## src/rtl/dwsram_pkg.sv

```systemverilog
package dwsram_pkg;
  localparam int LANE_W = 8;
  localparam int LANES  = 2;
  localparam int DATA_W = LANE_W * LANES;

  typedef enum logic [1:0] {
    MODE_STANDBY  = 2'd0,
    MODE_DESELECT = 2'd1,
    MODE_READ     = 2'd2,
    MODE_WRITE    = 2'd3
  } mode_e;
endpackage

```

## src/rtl/dwsram_decode.sv

```systemverilog
// Control decoder: chip select, direction, output enable and lane choice.
module dwsram_decode
  import dwsram_pkg::*;
(
  input  logic             sel_n,
  input  logic             sel_hi,
  input  logic             oe_n,
  input  logic             rd_wr_n,
  input  logic             lane_lo_n,
  input  logic             lane_hi_n,
  input  logic             word_mode,
  input  logic             byte_hi,
  output mode_e            mode,
  output logic [LANES-1:0] lane_en
);
  logic selected;
  logic [LANES-1:0] lane_req;

  always_comb begin
    selected = !sel_n && sel_hi;
    if (word_mode) begin
      lane_req = {!lane_hi_n, !lane_lo_n};
    end else begin
      lane_req = byte_hi ? 2'b10 : 2'b01;
    end
    mode = MODE_STANDBY;
    if (selected && (lane_req != '0)) begin
      if (!rd_wr_n) begin
        mode = MODE_WRITE;
      end else if (oe_n) begin
        mode = MODE_DESELECT;
      end else begin
        mode = MODE_READ;
      end
    end
    lane_en = lane_req;
  end
endmodule

```

## src/rtl/dwsram_array.sv

```systemverilog
// Storage: one byte-wide bank per lane, each with its own write enable.
module dwsram_array
  import dwsram_pkg::*;
#(
  parameter int DEPTH = 256,
  localparam int IDX_W = $clog2(DEPTH)
) (
  input  logic              clk,
  input  logic [LANES-1:0]  wr_en,
  input  logic [IDX_W-1:0]  idx,
  input  logic [DATA_W-1:0] wdata,
  output logic [DATA_W-1:0] rdata
);
  for (genvar g = 0; g < LANES; g++) begin : g_lane
    logic [LANE_W-1:0] bank [DEPTH];

    always_ff @(posedge clk) begin
      if (wr_en[g]) begin
        bank[idx] <= wdata[g*LANE_W +: LANE_W];
      end
    end

    assign rdata[g*LANE_W +: LANE_W] = bank[idx];
  end
endmodule

```

## src/rtl/dwsram_rdpath.sv

```systemverilog
// Read steering: lane masking in word mode, byte selection in byte mode.
module dwsram_rdpath
  import dwsram_pkg::*;
(
  input  mode_e             mode,
  input  logic              word_mode,
  input  logic              byte_hi,
  input  logic [LANES-1:0]  lane_en,
  input  logic [DATA_W-1:0] rdata,
  output logic [DATA_W-1:0] dout_nxt,
  output logic [DATA_W-1:0] doe_nxt
);
  always_comb begin
    dout_nxt = '0;
    doe_nxt  = '0;
    if (mode == MODE_READ) begin
      if (word_mode) begin
        for (int l = 0; l < LANES; l++) begin
          if (lane_en[l]) begin
            dout_nxt[l*LANE_W +: LANE_W] = rdata[l*LANE_W +: LANE_W];
            doe_nxt[l*LANE_W +: LANE_W]  = '1;
          end
        end
      end else begin
        dout_nxt[LANE_W-1:0] = byte_hi ? rdata[DATA_W-1 -: LANE_W]
                                       : rdata[LANE_W-1:0];
        doe_nxt[LANE_W-1:0]  = '1;
      end
    end
  end
endmodule

```

## src/rtl/dwsram_ctl.sv

```systemverilog
// Top: reset synchronizer, decode, array, read steering and output registers.
module dwsram_ctl
  import dwsram_pkg::*;
#(
  parameter int DEPTH      = 256,
  parameter int ADDR_W     = 19,
  parameter int RST_STAGES = 2,
  localparam int IDX_W = $clog2(DEPTH)
) (
  input  logic              clk,
  input  logic              rst_n,
  input  logic              sel_n,
  input  logic              sel_hi,
  input  logic              oe_n,
  input  logic              rd_wr_n,
  input  logic              lane_lo_n,
  input  logic              lane_hi_n,
  input  logic              word_mode,
  input  logic [ADDR_W-1:0] addr,
  input  logic [15:0]       dq_in,
  output logic [15:0]       dq_out,
  output logic [15:0]       dq_oe,
  output logic [1:0]        mode_o
);
  // Reset: asserted at once, released after RST_STAGES clock edges.
  logic rst_int_n;
  if (RST_STAGES > 1) begin : g_rst_chain
    logic [RST_STAGES-1:0] rst_pipe;
    always_ff @(posedge clk or negedge rst_n) begin
      if (!rst_n) rst_pipe <= '0;
      else        rst_pipe <= {rst_pipe[RST_STAGES-2:0], 1'b1};
    end
    assign rst_int_n = rst_pipe[RST_STAGES-1];
  end else begin : g_rst_single
    logic rst_ff;
    always_ff @(posedge clk or negedge rst_n) begin
      if (!rst_n) rst_ff <= 1'b0;
      else        rst_ff <= 1'b1;
    end
    assign rst_int_n = rst_ff;
  end

  logic              byte_hi;
  logic [IDX_W-1:0]  idx;
  logic              unused_addr_hi;
  mode_e             mode_d;
  logic [LANES-1:0]  lane_en;
  logic [LANES-1:0]  wr_en;
  logic [DATA_W-1:0] wdata;
  logic [DATA_W-1:0] rdata;
  logic [DATA_W-1:0] dout_nxt;
  logic [DATA_W-1:0] doe_nxt;

  assign byte_hi = dq_in[DATA_W-1];
  assign idx     = addr[IDX_W-1:0];

  if (ADDR_W > IDX_W) begin : g_addr_wrap
    assign unused_addr_hi = ^addr[ADDR_W-1:IDX_W];
  end else begin : g_addr_exact
    assign unused_addr_hi = 1'b0;
  end

  dwsram_decode u_decode (
    .sel_n     (sel_n),
    .sel_hi    (sel_hi),
    .oe_n      (oe_n),
    .rd_wr_n   (rd_wr_n),
    .lane_lo_n (lane_lo_n),
    .lane_hi_n (lane_hi_n),
    .word_mode (word_mode),
    .byte_hi   (byte_hi),
    .mode      (mode_d),
    .lane_en   (lane_en)
  );

  always_comb begin
    wr_en = (mode_d == MODE_WRITE) ? lane_en : '0;
    if (word_mode) wdata = dq_in;
    else           wdata = {LANES{dq_in[LANE_W-1:0]}};
  end

  dwsram_array #(.DEPTH(DEPTH)) u_array (
    .clk   (clk),
    .wr_en (wr_en),
    .idx   (idx),
    .wdata (wdata),
    .rdata (rdata)
  );

  dwsram_rdpath u_rdpath (
    .mode      (mode_d),
    .word_mode (word_mode),
    .byte_hi   (byte_hi),
    .lane_en   (lane_en),
    .rdata     (rdata),
    .dout_nxt  (dout_nxt),
    .doe_nxt   (doe_nxt)
  );

  // Output registers
  mode_e             mode_q;
  logic [DATA_W-1:0] dout_q;
  logic [DATA_W-1:0] doe_q;

  always_ff @(posedge clk or negedge rst_int_n) begin
    if (!rst_int_n) begin
      mode_q <= MODE_STANDBY;
      dout_q <= '0;
      doe_q  <= '0;
    end else begin
      mode_q <= mode_d;
      dout_q <= dout_nxt;
      doe_q  <= doe_nxt;
    end
  end

  assign dq_out = dout_q;
  assign dq_oe  = doe_q;
  assign mode_o = mode_q;
endmodule

```

## config.mk

```make
export PLATFORM = sky130hd
export DESIGN_NAME = dwsram_ctl
export DESIGN_NICKNAME = d
export VERILOG_FILES = /design/src/rtl/dwsram_pkg.sv /design/src/rtl/dwsram_decode.sv /design/src/rtl/dwsram_array.sv /design/src/rtl/dwsram_rdpath.sv /design/src/rtl/dwsram_ctl.sv
export SDC_FILE = /design/constraint.sdc
export NUM_CORES = 2
export LEC_CHECK = 0
export BUFFER_PORTS_ARGS = -buffer_cell sky130_fd_sc_hd__buf_2
export CAP_MARGIN = 20
export CORE_UTILIZATION = 46
export CTS_CLUSTER_DIAMETER = 40
export CTS_CLUSTER_SIZE = 30
export DETAILED_ROUTE_END_ITERATION = 16
export PLACE_DENSITY = 0.59
export REMOVE_ABC_BUFFERS = 1
export SLEW_MARGIN = 10
export SYNTH_ARGS = -nofsm -noshare
export SYNTH_HDL_FRONTEND = slang
export SYNTH_SLANG_ARGS = --single-unit
```

## constraint.sdc

```tcl
create_clock -name clk -period 1.21 [get_ports clk]
set_clock_uncertainty 0.2 [all_clocks]
set_input_delay 0.242 -clock clk [delete_from_list [all_inputs] [get_ports clk]]
set_output_delay 0.242 -clock clk [all_outputs]
set_load 0.02 [all_outputs]
```

==> summary.txt <==
Outcome
  • Outcome: finished, violations left
  • Failing checks: negative hold slack, negative setup slack

Synthesis
  • EDFF count, synth: a little over 4000
  • Synth Instances: between 8000 and 9000
  • Synth Area per Inst: between 15 and 20 um^2
  • #FFs+latches synth: roughly 4000
  • Top_reg_cell synth: edfxtp_1
  • Synth top cells by count: edfxtp_1 (4096), mux2i_1 (1007), mux4_2 (540), nor2_1 (539), a22oi_1 (330)
  • Count leader, synth: edfxtp_1
  • Netlist cell types: 60
  • Top post-synthesis cells by area: edfxtp_1 (77%), mux4_2 (7.6%), mux2i_1 (6.3%), a22oi_1 (1.5%), nor2_1 (1.3%)
  • Post-synth top area cell: edfxtp_1
  • Sequential area share after synthesis: 0.773
  • Mapped Area: 160000 um^2
  • Synth top area share: 0.769
  • Synthesis Warnings: 0
  • FFs w/ async S/R, synth: 0.00534

Clock tree
  • CTS clock-pin slew for the worst setup and hold paths: approximately 0.06 ns
  • CTS root buffer: clkbuf_16
  • H-tree levels: 6
  • Clk_lat worst skew: between 1 and 1.5 ns
  • Cts bufs inserted: between 500 and 600
  • TritonCTS clock tree: built
  • Max Root-Sink Buffers: 4
  • CTS sink count: around 4000

Layout
  • Area Overhead vs Synth: 25.5%
  • Cell area after layout: ~200000 um^2
  • Final instance count without filler cells: between 10000 and 15000
  • Layout cells sized above 1: 0.327
  • Layout Nets: 9926
  • Final core utilization: 0.580

Die
  • Initial Util: 0.462
  • Die X: a little under 600 um
  • Core area: 346000 um^2
  • Ports: ~80
  • # rows: ~220
  • DIE AREA: approximately 350000 um^2
  • Die extent in y: ~600 um

Drt
  • Final ANT Viol Nets: 0
  • # DRC: 0
  • Wirelength per Cell: 28.9 um
  • Vias: 87055
  • Vias/cell: approximately 6
  • Pre-antenna DRT Iters: 5
  • Routed WL: 431000 um
  • Starting DRC count in detailed routing: between 9000 and 10000

Critical path
  • Levels on crit path: 10
  • R2R Setup Slk: -1.96 ns
  • Reg2reg start: u_array.g_lane[0].bank[95][4]$_DFFE_PP_
  • Crit path cell chain: mux4_2 -> nand3_2 -> nand4_1 -> a311oi_2 -> buf_4 -> nand4_1 -> buf_6 -> a2111oi_4 -> buf_4 -> nand3_2
  • Worst Path Class, Setup: reg -> reg
  • Critical Path Source Type: flip-flop
  • Worst setup EP type: flip-flop
  • WP buf/inv: 3
  • Worst r2r dst: dq_out[4]$_DFF_PN0_
  • Peak per-stage delay on the critical path: roughly 0.60 ns
  • Family with the most delay on the worst path: compound AO/OA/AOI/OAI gates
  • Crit path max-delay cell type: a2111oi_4
  • Worst setup startpoint: u_array.g_lane[0].bank[95][4]$_DFFE_PP_
  • Worst Path Required: roughly 1.9 ns
  • Crit path capture: dq_out[4]$_DFF_PN0_
  • Critical Path AT: 3.86 ns
  • Crit-path max FO: 1
  • R2R cell count: 10

STA
  • Slew @ Worst Pin: 1.18 ns
  • Slew headroom: 0.211
  • Final hold vios: 2
  • Final worst slack: -1.96 ns
  • Final setup TNS: -4101.69 ns
  • RSZ-0062 raised after global routing: yes
  • FMAX: approximately 320 MHz
  • Hold Slack: -0.0991 ns
  • Fin crit share: 2.62
  • Final Max Slew Viols: 0
  • Setup violators final: ~7000
  • Minimum clock period after layout: between 3 and 4 ns

Hold path
  • Hold crit path type: in -> reg
  • WHS Path Cells: 7

Global routing
  • First-pass GRT wire length: around 600000 um
  • Aggregate global routing overflow: 0
  • Vias in the first global route: between 80000 and 90000
  • Initial antenna violation count: 12
  • Gr usage total: 0.243
  • Largest net degree at the start of global routing: between 90 and 100

Flow run
  • Max-cap violations: 0

Pwr
  • Clk network pwr share: 0.481
  • Reg power frac: 0.468
  • Internal power: between 200 and 300 mW
  • Net Switching: around 75 mW
  • Leakage: around 70 nW
  • PwrDens: between 1500 and 2000 nW/um^2
  • Switching Fraction: 0.223
  • Max VDD drop: between 1.5 and 2 mV
  • Combinational share of power: 0.050

Placed design
  • Post-DP Area: approximately 180000 um^2
  • Inst Count DP: about 14000
  • Post-DP HPWL: ~280000 um
  • Placer congestion estimate: 0.887
  • Port Buf Inserts: 66
-- layout by cell type, fill, tap and decap left out, types with 74 or more instances in the layout --
cell,count
nor2_4,97
nand2_1,110
mux2i_1,1006
inv_6,74
a22oi_1,329
buf_4,1140
buf_12,263
nand3_1,247
o22ai_1,171
clkbuf_16,552
nor2_1,428
edfxtp_1,4096
buf_6,182
mux4_2,540
-- worst min path at each step --
stage                   start  slack, ns                                end
finish              dq_in[15]       -0.1                dq_out[6]$_DFF_PN0_
global route        dq_in[15]      -0.12                dq_out[6]$_DFF_PN0_
CTS                     sel_n      -0.48                mode_o[1]$_DFF_PN0_
detailed placement      rst_n      -0.17  g_rst_chain.rst_pipe[0]$_DFF_PN0_
global placement        rst_n      -0.17  g_rst_chain.rst_pipe[1]$_DFF_PN0_
floorplan               rst_n      -0.25  g_rst_chain.rst_pipe[0]$_DFF_PN0_
-- registers in the layout (all words and copies together) (netlist names) --
register / flops
u_array.g_lane.bank: 4096
mode_o: 2
dq_out: 16
g_rst_chain.rst_pipe: 2
dq_oe: 2
-- per-stage QoR --
step	total power, mW	worst slack, ns
6_report	336	-1.96
2_1_floorplan	166	-4.96
5_1_grt	345	-2.08
4_1_cts	338	-1.94
3_3_place_gp	177	-3.15
3_5_place_dp	177	-3.09
-- power by group through the flow --
stage | clock, mW | sequential (mW) | combinational, mW
after floorplan | 0 | 161 | 5.70
after global placement | 0 | 160 | 16.0
after detailed placement | 0 | 160 | 16.3
after CTS | 164 | 158 | 16.8
after global routing | 170 | 157 | 17.7
final | 162 | 158 | 16.9
-- layout make-up --
class / count / area, um^2
tap: 4578 / 5730
inverter: 4 / 22.5
timing repair buffer: 1678 / 17100
clock inverter: 401 / 4750
sequential: 4118 / 124000
clock buffer: 586 / 13800
antenna: 4 / 10.0
multi-input combinational: 3543 / 35600
fill: 25312 / 145000
-- worst min-delay path: stages --
cell      delay (ns)
buf_4           0.18
buf_6           0.17
nand2b_4        0.11
nor3_1          0.06
buf_4           0.12
o21ai_0         0.06
nand4_1         0.09
-- cell families (layout without fill, tap and decap cells) --
family | count (synthesis) | after routing | share of synthesized area
simple gates | 1177 | 1177 | 0.0338
other cells | 1 | 5 | 0.0000235
flops | 4118 | 4118 | 0.773
mux | 1556 | 1556 | 0.140
buf+inv | 553 | 2669 | 0.0168
compound gates | 809 | 809 | 0.0370
-- what timing repair did --
item                                    CTS  global route
cloned                                    4             5
hold buffers                             30             4
setup endpoints to repair              4146          7195
pin swaps                                55            67
endpoints found under the hold margin  3928           251
setup buffers                            16             7
gates resized for setup                 358           338
-- metal layers --
| metal | up-vias | share of wire | track usage |
|---|---|---|---|
| li1 | 37299 | - | - |
| met1 | 45708 | 0.41 | 0.338 |
| met2 | 3403 | 0.49 | 0.401 |
| met3 | 643 | 0.066 | 0.0336 |
| met4 | 2 | 0.028 | 0.0693 |
| met5 | - | 0.000042 | 0 |
No activity file was read; power rests on OpenSTA's default activity.
